[src/rtl/codec_mode_pkg.sv]
package codec_mode_pkg;

    localparam int MODE_W = 8;
    localparam logic [MODE_W-1:0] MODE_RESET = 8'h89;

    // field positions (downstream decoding depends on them)
    localparam int CLK_HI   = 7;
    localparam int CLK_LO   = 6;
    localparam int LAW_SEL  = 5;
    localparam int LAW_PLN  = 4;
    localparam int TIM_BIT  = 3;
    localparam int LOOP_EN  = 2;
    localparam int LOOP_ANA = 1;
    localparam int PA_BIT   = 0;

    localparam int CLK_CNT = 4;
    localparam int LAW_CNT = 3;

    typedef enum logic [1:0] {
        CLK_512K  = 2'b00,
        CLK_1M5   = 2'b01,
        CLK_2M048 = 2'b10,
        CLK_4M096 = 2'b11
    } clk_sel_e;

    typedef enum logic [1:0] {
        LAW_MU      = 2'd0,
        LAW_A_INV   = 2'd1,
        LAW_A_PLAIN = 2'd2
    } law_e;

    typedef enum logic [1:0] {
        LOOP_OFF     = 2'd0,
        LOOP_DIGITAL = 2'd1,
        LOOP_ANALOG  = 2'd2
    } loop_e;

    typedef struct packed {
        clk_sel_e clk;
        law_e     law;
        logic     delayed;
        loop_e    loop;
        logic     pa_off;
    } mode_t;

    function automatic law_e decode_law(input logic sel, input logic plain);
        if (!sel)
            return LAW_MU;
        else if (!plain)
            return LAW_A_INV;
        else
            return LAW_A_PLAIN;
    endfunction

    function automatic loop_e decode_loop(input logic en, input logic ana);
        case ({en, ana})
            2'b10:   return LOOP_DIGITAL;
            2'b11:   return LOOP_ANALOG;
            default: return LOOP_OFF;   // 01 undefined -> normal
        endcase
    endfunction

    function automatic mode_t decode_mode(input logic [MODE_W-1:0] b);
        mode_t m;
        m.clk     = clk_sel_e'(b[CLK_HI:CLK_LO]);
        m.law     = decode_law(b[LAW_SEL], b[LAW_PLN]);
        m.delayed = ~b[TIM_BIT];
        m.loop    = decode_loop(b[LOOP_EN], b[LOOP_ANA]);
        m.pa_off  = b[PA_BIT];
        return m;
    endfunction

endpackage

[src/rtl/codec_mode_store.sv]
module codec_mode_store
    import codec_mode_pkg::*;
(
    input  logic              clk,
    input  logic              rst,
    input  logic              wr_en,
    input  logic [MODE_W-1:0] wr_byte,
    output logic [MODE_W-1:0] mode_byte
);

    always_ff @(posedge clk) begin
        if (rst)
            mode_byte <= MODE_RESET;
        else if (wr_en)
            mode_byte <= wr_byte;
    end

endmodule

[src/rtl/codec_mode_decode.sv]
module codec_mode_decode
    import codec_mode_pkg::*;
(
    input  logic [MODE_W-1:0]  mode_byte,
    output logic [1:0]         clk_sel_code,
    output logic [CLK_CNT-1:0] clk_sel_hot,
    output logic [LAW_CNT-1:0] law_hot,
    output logic               delayed_timing,
    output logic               loop_dig,
    output logic               loop_ana,
    output logic               pa_off_pdn
);

    mode_t mode;

    always_comb mode = decode_mode(mode_byte);

    assign clk_sel_code = mode.clk;

    for (genvar c = 0; c < CLK_CNT; c++) begin : g_clk_hot
        assign clk_sel_hot[c] = (mode.clk == clk_sel_e'(c));
    end

    for (genvar l = 0; l < LAW_CNT; l++) begin : g_law_hot
        assign law_hot[l] = (mode.law == law_e'(l));
    end

    assign delayed_timing = mode.delayed;
    assign loop_dig       = (mode.loop == LOOP_DIGITAL);
    assign loop_ana       = (mode.loop == LOOP_ANALOG);
    assign pa_off_pdn     = mode.pa_off;

endmodule

[src/rtl/codec_loop_steer.sv]
module codec_loop_steer #(
    parameter int PCM_W    = 8,
    parameter int SAMPLE_W = 14
) (
    input  logic                loop_dig,
    input  logic                loop_ana,
    input  logic [PCM_W-1:0]    enc_pcm_in,
    input  logic [PCM_W-1:0]    rx_pcm_in,
    output logic [PCM_W-1:0]    tx_pcm_out,
    input  logic [SAMPLE_W-1:0] ext_sample_in,
    input  logic [SAMPLE_W-1:0] rx_sample_in,
    output logic [SAMPLE_W-1:0] tx_sample_out
);

    // digital loopback: received word goes straight to transmit register
    always_comb begin
        if (loop_dig)
            tx_pcm_out = rx_pcm_in;
        else
            tx_pcm_out = enc_pcm_in;
    end

    // analog loopback: receive output sample replaces the external input
    always_comb begin
        if (loop_ana)
            tx_sample_out = rx_sample_in;
        else
            tx_sample_out = ext_sample_in;
    end

endmodule

[src/rtl/codec_mode_ctrl.sv]
module codec_mode_ctrl
    import codec_mode_pkg::*;
#(
    parameter int PCM_W    = 8,
    parameter int SAMPLE_W = 14
) (
    input  logic                clk,
    input  logic                rst,
    input  logic                wr_en,
    input  logic [7:0]          wr_byte,
    output logic [7:0]          rd_byte,
    output logic [1:0]          clk_sel_code,
    output logic [3:0]          clk_sel_hot,
    output logic [2:0]          law_hot,
    output logic                delayed_timing,
    output logic                loop_dig,
    output logic                loop_ana,
    output logic                pa_off_pdn,
    input  logic [PCM_W-1:0]    enc_pcm_in,
    input  logic [PCM_W-1:0]    rx_pcm_in,
    output logic [PCM_W-1:0]    tx_pcm_out,
    input  logic [SAMPLE_W-1:0] ext_sample_in,
    input  logic [SAMPLE_W-1:0] rx_sample_in,
    output logic [SAMPLE_W-1:0] tx_sample_out
);

    logic [MODE_W-1:0] mode_byte;

    codec_mode_store u_store (
        .clk       (clk),
        .rst       (rst),
        .wr_en     (wr_en),
        .wr_byte   (wr_byte),
        .mode_byte (mode_byte)
    );

    assign rd_byte = mode_byte;

    codec_mode_decode u_decode (
        .mode_byte      (mode_byte),
        .clk_sel_code   (clk_sel_code),
        .clk_sel_hot    (clk_sel_hot),
        .law_hot        (law_hot),
        .delayed_timing (delayed_timing),
        .loop_dig       (loop_dig),
        .loop_ana       (loop_ana),
        .pa_off_pdn     (pa_off_pdn)
    );

    codec_loop_steer #(
        .PCM_W    (PCM_W),
        .SAMPLE_W (SAMPLE_W)
    ) u_steer (
        .loop_dig      (loop_dig),
        .loop_ana      (loop_ana),
        .enc_pcm_in    (enc_pcm_in),
        .rx_pcm_in     (rx_pcm_in),
        .tx_pcm_out    (tx_pcm_out),
        .ext_sample_in (ext_sample_in),
        .rx_sample_in  (rx_sample_in),
        .tx_sample_out (tx_sample_out)
    );

endmodule

[config.mk]
export PLATFORM = sky130hd
export DESIGN_NAME = codec_mode_ctrl
export DESIGN_NICKNAME = d
export VERILOG_FILES = /design/src/rtl/codec_mode_pkg.sv /design/src/rtl/codec_mode_store.sv /design/src/rtl/codec_mode_decode.sv /design/src/rtl/codec_loop_steer.sv /design/src/rtl/codec_mode_ctrl.sv
export SDC_FILE = /design/constraint.sdc
export NUM_CORES = 1
export LEC_CHECK = 0
export BUFFER_PORTS_ARGS = -buffer_cell sky130_fd_sc_hd__buf_2
export CAP_MARGIN = 10
export CORE_MARGIN = 5
export CORE_UTILIZATION = 31
export CTS_CLUSTER_DIAMETER = 40
export CTS_CLUSTER_SIZE = 16
export DETAILED_ROUTE_END_ITERATION = 10
export PLACE_DENSITY = 0.85
export REMOVE_ABC_BUFFERS = 1
export SETUP_SLACK_MARGIN = 0.5
export SLEW_MARGIN = 20
export SYNTH_ARGS = -nofsm -noshare
export SYNTH_HDL_FRONTEND = slang
export SYNTH_SLANG_ARGS = --single-unit
[constraint.sdc]
create_clock -name clk -period 1.76 [get_ports clk]
set_input_delay 0.44 -clock clk [delete_from_list [all_inputs] [get_ports clk]]
set_output_delay 0.44 -clock clk [all_outputs]
set_load 0.05 [all_outputs]
# ---- After elaboration in Yosys (flattened, before gate mapping)
# Cells that the tools add are included.
dict set report classes {
  eq_ne 9
  muxes 5
  bitwise_logic 1
  n_reduce_logical 2
}
# cell n
set op_table {}
lappend op_table {{14-bit two-way mux} 1}
lappend op_table {{2-bit equality test, second input constant} 6}
lappend op_table {{8-bit two-way mux} 1}
lappend op_table {{2-bit by 1-bit equality test with 1-bit output, second input constant} 3}
lappend op_table {{2-bit logical NOT} 2}
lappend op_table {{2-bit two-way mux} 2}
lappend op_table {{2-bit case mux with 2 select lines} 1}
lappend op_table {{1-bit inverter} 1}
dict set report word_totals {
  register_bits 8
  output_inout_bits 43
}

# ---- Longest topological paths before layout
# Gate-level depths: netlist (run 1).
dict set report depth {
  ltp_word 4
  depth_mapped 3
  mapped_depth_nobuf 2
}

# ---- Modules after synthesis
# Synthesis (run 1) repeated with hierarchy kept, for this count alone.
dict set report unflattened {
  hier_cells 63
  area_unflattened_um2 638.1
}
# mod instances cells_each area_per_inst_um2 seq_area_each_um2
set by_module_without_submodules {}
lappend by_module_without_submodules {codec_mode_store 1 26 296.5 160.2}
lappend by_module_without_submodules {codec_loop_steer 1 24 264.0 0.0}
lappend by_module_without_submodules {codec_mode_decode 1 13 77.6 0.0}

# ---- Least setup slack after synthesis (run 1)
# OpenSTA, ideal clock, no wires.
dict set report synth_timing {
  kind {reg2out}
  start {register u_store.mode_byte[5]}
  end {output port law_hot[1]}
  t_arrival_ps 1758
  setup_slack_ps -438
  path_stages_with_launch 3
  path_buffers 0
  path_cell_list {dfxtp_1 inv_1 nor2_1}
}
dict set report synth_via {
  elab_chain_cells 2
}
# element line
set synth_lines {}
lappend synth_lines {{start: declaration} codec_mode_store.sv:8} ;# output logic [MODE_W-1:0] mode_byte
lappend synth_lines {{start signal: assignment} codec_mode_store.sv:15} ;# mode_byte <= wr_byte;
lappend synth_lines {{2-bit two-way mux} codec_mode_pkg.sv:47} ;# if (!sel)
lappend synth_lines {{2-bit by 1-bit equality test with 1-bit output} codec_mode_decode.sv:25} ;# assign law_hot[l] = (mode.law == law_e'(l));
lappend synth_lines {{end: declaration} codec_mode_ctrl.sv:14} ;# output logic [2:0] law_hot,
# No other way between the ends.

# ---- Final worst setup path (run 1)
dict set report layout_timing {
  start {register u_store.mode_byte[2]}
  end {output port tx_pcm_out[2]}
}
dict set report layout_via {
  elab_chain_cells 4
  word_cells_on_any_way 5
}
# element line
set layout_lines {}
lappend layout_lines {{2-bit equality test} codec_mode_pkg.sv:56} ;# case ({en, ana})
lappend layout_lines {{2-bit case mux with 2 select lines (*)} codec_mode_pkg.sv:56}
lappend layout_lines {{2-bit by 1-bit equality test with 1-bit output (*)} codec_mode_decode.sv:29} ;# assign loop_dig = (mode.loop == LOOP_DIGITAL);
lappend layout_lines {{8-bit two-way mux (*)} codec_loop_steer.sv:17} ;# if (loop_dig)
lappend layout_lines {{end: declaration} codec_mode_ctrl.sv:21} ;# output logic [PCM_W-1:0] tx_pcm_out,
# Mark *: on every way between the ends. The rest lies on a longest branch, timed or not.

==> results of run 1 <==
placed cells by master, fill, tap and decap left out:
cell type and count:
mux2_4 17, inv_1 2, o211ai_1 1, buf_8 15, buf_2 68, buf_4 2
clkbuf_4 3, nand2_8 1, inv_2 1, nand2_1 3, nor2_4 2, buf_6 20
inv_4 1, mux2i_1 7, mux2_1 5, nor2_1 5, nor2b_4 3, dfxtp_4 6
and2_4 2, dfxtp_2 2
through the flow:
stage / worst slack [ns] / TNS [ns] / instance area, sq um
after floorplan: -1.081 / -13.94 / 609.3
after global placement: 0.1243 / 0 / 1136
after detailed placement: 0.05735 / 0 / 1136
after CTS: -0.08365 / -1.398 / 1459
after global routing: -0.1905 / -2.218 / 1585
final: -0.1420 / -1.136 / 1585
final timing paths:
path | from | cells past startpoint | end | slack [ns]
max reg2reg | u_store.mode_byte[2]$_SDFFE_PP0P_ | 3 | u_store.mode_byte[2]$_SDFFE_PP0P_ | 0.94
min | wr_byte[7] | 3 | u_store.mode_byte[7]$_SDFFE_PP1P_ | 0.41
min reg2reg | u_store.mode_byte[3]$_SDFFE_PP1P_ | 2 | u_store.mode_byte[3]$_SDFFE_PP1P_ | 0.51
max | u_store.mode_byte[2]$_SDFFE_PP0P_ | 4 | tx_pcm_out[2] | -0.14
synthesized netlist by cell type (all sizes together):
cell / count
buf: 6
and2: 2
nor2: 7
nand2: 4
mux2: 22
nor2b: 3
dfxtp: 8
o211ai: 1
inv: 4
mux2i: 7
layout make-up:
type | count | share of cell area, %
Clock buffer | 3 | 1.421
Inverter | 4 | 1.105
Multi-Input combinational cell | 46 | 32.83
Sequential cell | 8 | 11.68
Tap cell | 27 | 2.131
Timing Repair Buffer | 105 | 50.83
per-layer routing:
metal,up-vias,part of all wire [%],GRT usage (%)
met5,-,0,0
met4,0,3.4,1.356
met3,10,11,9.745
met2,73,54,41.90
met1,436,32,19.92
li1,419,-,-
kinds of logic (layout without fill, tap and decap cells):
group / Yosys count / count (layout) / synth area share [%]
AOI/OAI and AO/OA: 1 / 1 / 1.145
buffers and inverters: 10 / 112 / 9.350
and+or+nand+nor: 16 / 16 / 11.45
DFF: 8 / 8 / 24.43
muxes: 29 / 29 / 53.63
worst reg2reg max path, stage by stage (launching register included):
cell and delay, ns:
dfxtp_4 0.37, buf_4 0.15, mux2i_1 0.14, nor2_1 0.06
power by group:
part,leakage [nW],internal (mW),switching (mW)
clock,0.0138,0.0782,0.0641
combinational,0.789,0.230,0.320
sequential,0.0689,0.190,0.0233
total,0.872,0.499,0.407
timing repair:
action	4_1_cts	5_1_grt
buffers inserted	1	5
resized for setup	94	27
endpoints found under the setup margin	43	42
hold buffers	0	0
cloned	1	0
pin swaps	3	3
==> flow_metrics.py, run 1 <==
metrics = {
    "sta": {
        "slew_viol_final": 0,
        "holdWs_ns": 0.4072,
        "timing.fmax_mhz": 525.8,
        "slew_headroom_pct": 82.35,
        "min_period_ns": 1.902,
        "worst_slew_pin_slew_ns": 0.2665,
        "skew_ns": 0,
        "finalSetupViolCount": 21,
        "rsz0062_at_grt": "true",
        "timing.final.crit_share_pct": 108.1,
        "hold_violations": 0,
        "layout_setup_ws_ns": -0.1420,
    },
    "pwr": {
        "p_leak_nw": 0.8721,
        "p_total_uw": 906.0,
        "powerDensity_mw_per_mm2": 571.5,
        "vdd_drop_max_uv": 493.2,
    },
    "worst_setup_path": {
        "critical_path.startpoint_type": "flip-flop",
        "crit_buf_inv": 2,
        "crit_top_cell": "buf_6",
        "critPathKind": "flip-flop to output port",
        "crit_chain": "nor2b_4 -> buf_6 -> mux2_4 -> buf_6",
        "cp-end-kind": "output port",
        "crit_family": "flip-flops",
        "arrival_ns": 1.46,
        "cp_max_fo": 5,
        "crit_slowest_cell": "dfxtp_4",
        "worstPathRequired_ns": 1.32,
        "crit_path_max_incr_delay_ns": 0.38,
    },
    "synth": {
        "synth.area.top_cells": "dfxtp_1, mux2_1, mux2_4",
        "synth-seq-area-share_pct": 24.43,
        "synth_area_sq_um": 655.6,
        "synth_area_leader_cell": "dfxtp_1",
        "ys_ff_latch": 8,
        "synthCells": 64,
        "netlist-cell-type-count": 14,
        "yosys_warnings": 0,
        "synth.top_cell.area_share_pct": 24.43,
        "avgSynthCellArea_sq_um": 10.24,
    },
    "place": {
        "gp_congestion": 0.8195,
        "place.detailed.hpwl_um": 2325,
        "portBuffers": 97,
        "place_inst": 183,
    },
    "drt": {
        "antenna_left": 0,
        "finalWirelength_um": 3570,
        "vias": 938,
        "via_per_inst": 4.860,
        "drtIter0Drc": 39,
        "drc": 0,
        "drtPass1Iterations": 4,
        "route.detailed.wl_per_inst_um": 18.50,
    },
    "die": {
        "fp.dieArea_sq_mm": 0.003135,
        "dieHeight_um": 55.99,
        "io_pins": 98,
        "core_area_sq_mm": 0.001982,
        "rows": 16,
        "start_util_pct": 33.08,
        "fp.dieW_um": 55.99,
    },
    "clock_tree": {
        "path_clk_slew_ns": 0.06,
        "cts.sinks": 8,
        "clk_latency_ns": 0.25,
        "cts.htree.levels": 1,
        "numCtsBuffers": 3,
        "cts_tree": "built",
        "root_buffer": "clkbuf_4",
        "cts_buffer_depth": 2,
    },
    "run": {
        "cap_violations": 0,
    },
    "final_layout": {
        "reg_top3": "u_store.mode_byte (8)",
        "largest_reg_flops": 8,
        "regArea_sq_um": 185.2,
        "nNetsFinal": 223,
        "drive_gt1_share_pct": 86.14,
        "regMostFlops": "u_store.mode_byte",
        "nFillCells": 127,
        "multiInputGateArea_sq_um": 520.5,
        "diodes": 0,
        "areaGrowthSynthToFinish_pct": 141.8,
        "layout.cells.non_filler": 193,
        "fin_util_pct": 79.99,
    },
    "global_routing": {
        "grt_antenna_before_repair": 0,
        "grt_pass1_wl_um": 5119,
        "grt_max_degree": 16,
        "grt_pass1_vias": 946,
        "overflow": 0,
        "grt_use_total_pct": 20.96,
    },
    "outcome": {
        "violations": "setup timing",
        "run_status": "finished with violations",
    },
    "worst_hold_path": {
        "hold_path.class": "input port to flip-flop",
    },
}
(Power assumes the default switching activity.)
==> run 2, diff against run 1 <==
TNS_END_PERCENT = 10   (was unset)
==> flow_metrics.py, run 2 (synthesized netlist as in run 1, its figures left out) <==
metrics = {
    "final_layout": {
        "regArea_sq_um": 185.2,
        "fin_util_pct": 76.77,
        "final_common_cell": "buf_2",
        "areaGrowthSynthToFinish_pct": 132.1,
        "nFillCells": 145,
        "diodes": 0,
        "reg_top3": "u_store.mode_byte (8)",
        "final_cell_area_sq_mm": 0.001521,
        "multiInputGateArea_sq_um": 520.5,
        "largest_reg_flops": 8,
        "layout_common_cells": "buf_2, mux2_4, buf_6",
        "drive_gt1_share_pct": 85.71,
        "nNetsFinal": 218,
        "regMostFlops": "u_store.mode_byte",
    },
    "worst_setup_path": {
        "reg2reg_from": "u_store.mode_byte[2]$_SDFFE_PP0P_",
        "crit_path_max_incr_delay_ns": 0.39,
        "startpoint": "u_store.mode_byte[2]$_SDFFE_PP0P_",
        "arrival_ns": 1.44,
        "crit_chain": "nor2b_4 -> buf_6 -> mux2_4 -> buf_6",
        "critical_path.startpoint_type": "flip-flop",
        "reg2reg_to": "u_store.mode_byte[2]$_SDFFE_PP0P_",
        "reg2reg_depth": 3,
        "cp_max_fo": 5,
        "reg2reg_slack_ns": 0.95,
        "crit_family": "flip-flops",
        "critPathKind": "flip-flop to output port",
        "crit_top_cell": "buf_6",
        "crit_slowest_cell": "dfxtp_4",
        "path_depth": 4,
        "crit_buf_inv": 2,
        "worstPathRequired_ns": 1.32,
        "cp-end-kind": "output port",
    },
    "global_routing": {
        "grt_max_degree": 16,
        "grt_pass1_wl_um": 5209,
        "grt_pass1_vias": 979,
        "overflow": 0,
        "grt_antenna_before_repair": 0,
        "grt_use_total_pct": 21.11,
    },
    "pwr": {
        "vdd_drop_max_uv": 617.1,
        "powerDensity_mw_per_mm2": 578.1,
        "p_total_uw": 879.5,
        "p_leak_nw": 0.8429,
    },
    "sta": {
        "hold_violations": 0,
        "slew_headroom_pct": 81.66,
        "rsz0062_at_grt": "true",
        "worst_slew_pin_slew_ns": 0.2769,
        "layout_setup_ws_ns": -0.1217,
        "finalSetupViolCount": 12,
        "timing.final.crit_share_pct": 106.9,
        "slew_viol_final": 0,
        "timing.fmax_mhz": 531.4,
        "holdWs_ns": 0.4222,
        "skew_ns": 0,
        "min_period_ns": 1.882,
    },
    "die": {
        "start_util_pct": 33.08,
        "rows": 16,
        "core_area_sq_mm": 0.001982,
        "fp.dieW_um": 55.99,
        "fp.dieArea_sq_mm": 0.003135,
        "io_pins": 98,
        "dieHeight_um": 55.99,
    },
    "run": {
        "cap_violations": 0,
    },
    "clock_tree": {
        "numCtsBuffers": 3,
        "cts.sinks": 8,
        "cts_buffer_depth": 2,
        "clk_latency_ns": 0.24,
        "root_buffer": "clkbuf_4",
        "cts.htree.levels": 1,
        "cts_tree": "built",
        "path_clk_slew_ns": 0.05,
    },
    "drt": {
        "antenna_left": 0,
        "via_per_inst": 4.739,
        "drc": 0,
        "drtIter0Drc": 28,
        "drtPass1Iterations": 4,
        "route.detailed.wl_per_inst_um": 19.16,
        "finalWirelength_um": 3603,
        "vias": 891,
    },
    "worst_hold_path": {
        "hold_start": "wr_byte[3]",
        "holdPathStages": 3,
        "hold-path-endpoint": "u_store.mode_byte[3]$_SDFFE_PP1P_",
        "hold_path.class": "input port to flip-flop",
    },
    "outcome": {
        "violations": "setup timing",
        "run_status": "finished with violations",
    },
    "place": {
        "place.detailed.hpwl_um": 2325,
        "placed_area_sq_mm": 0.001136,
        "portBuffers": 97,
        "gp_congestion": 0.8195,
        "dp_slack_ns": 0.05735,
    },
}
run 2: timing repair:
item                       4_1_cts  5_1_grt
buffers inserted                 1        0
pin swaps                        4        3
setup endpoints to repair       43       42
hold buffers                     0        0
gates cloned                     1        0
resized for setup               91       24
run 2: stage by stage:
step                      instances  setup TNS [ns]
final                           188         -0.9398
after global routing            188          -1.800
after CTS                       188          -1.367
after detailed placement        183               0
after global placement          183               0
after floorplan                  58          -13.94
run 2: how the worst max path moves through the flow:
stage | to | slack (ns)
floorplan | tx_pcm_out[0] | -1.08
global placement | tx_sample_out[10] | 0.12
detailed placement | tx_sample_out[6] | 0.06
CTS | tx_sample_out[6] | -0.08
global route | tx_pcm_out[6] | -0.17
finish | tx_pcm_out[2] | -0.12
run 2: tightest hold or removal path: cells and delay by family:
| family | cells | cell delay, ns |
|---|---|---|
| compound gates | 1 | 0.06 |
| simple gates | 1 | 0.04 |
| buf+inv | 1 | 0.08 |
run 2: report_power, final:
group          switching [mW]  internal (mW)  total (mW)
Combinational           0.316          0.216       0.533
Clock                  0.0550         0.0775       0.132
Sequential             0.0239          0.191       0.214
run 2: layout make-up:
class,count,area share [%]
Timing Repair Buffer,100,48.77
Multi-Input combinational cell,46,34.21
Sequential cell,8,12.17
Tap cell,27,2.220
Clock buffer,3,1.480
Inverter,4,1.151
run 2: layer usage:
layer	part of all wire [%]	GRT usage [%]	routed length (um)	vias up
li1	-	-	-	411
met1	34	19.94	1233	406
met2	54	41.57	1939	66
met3	9.2	9.281	330	8
met4	2.7	3.729	99	0
met5	0	0	0	-
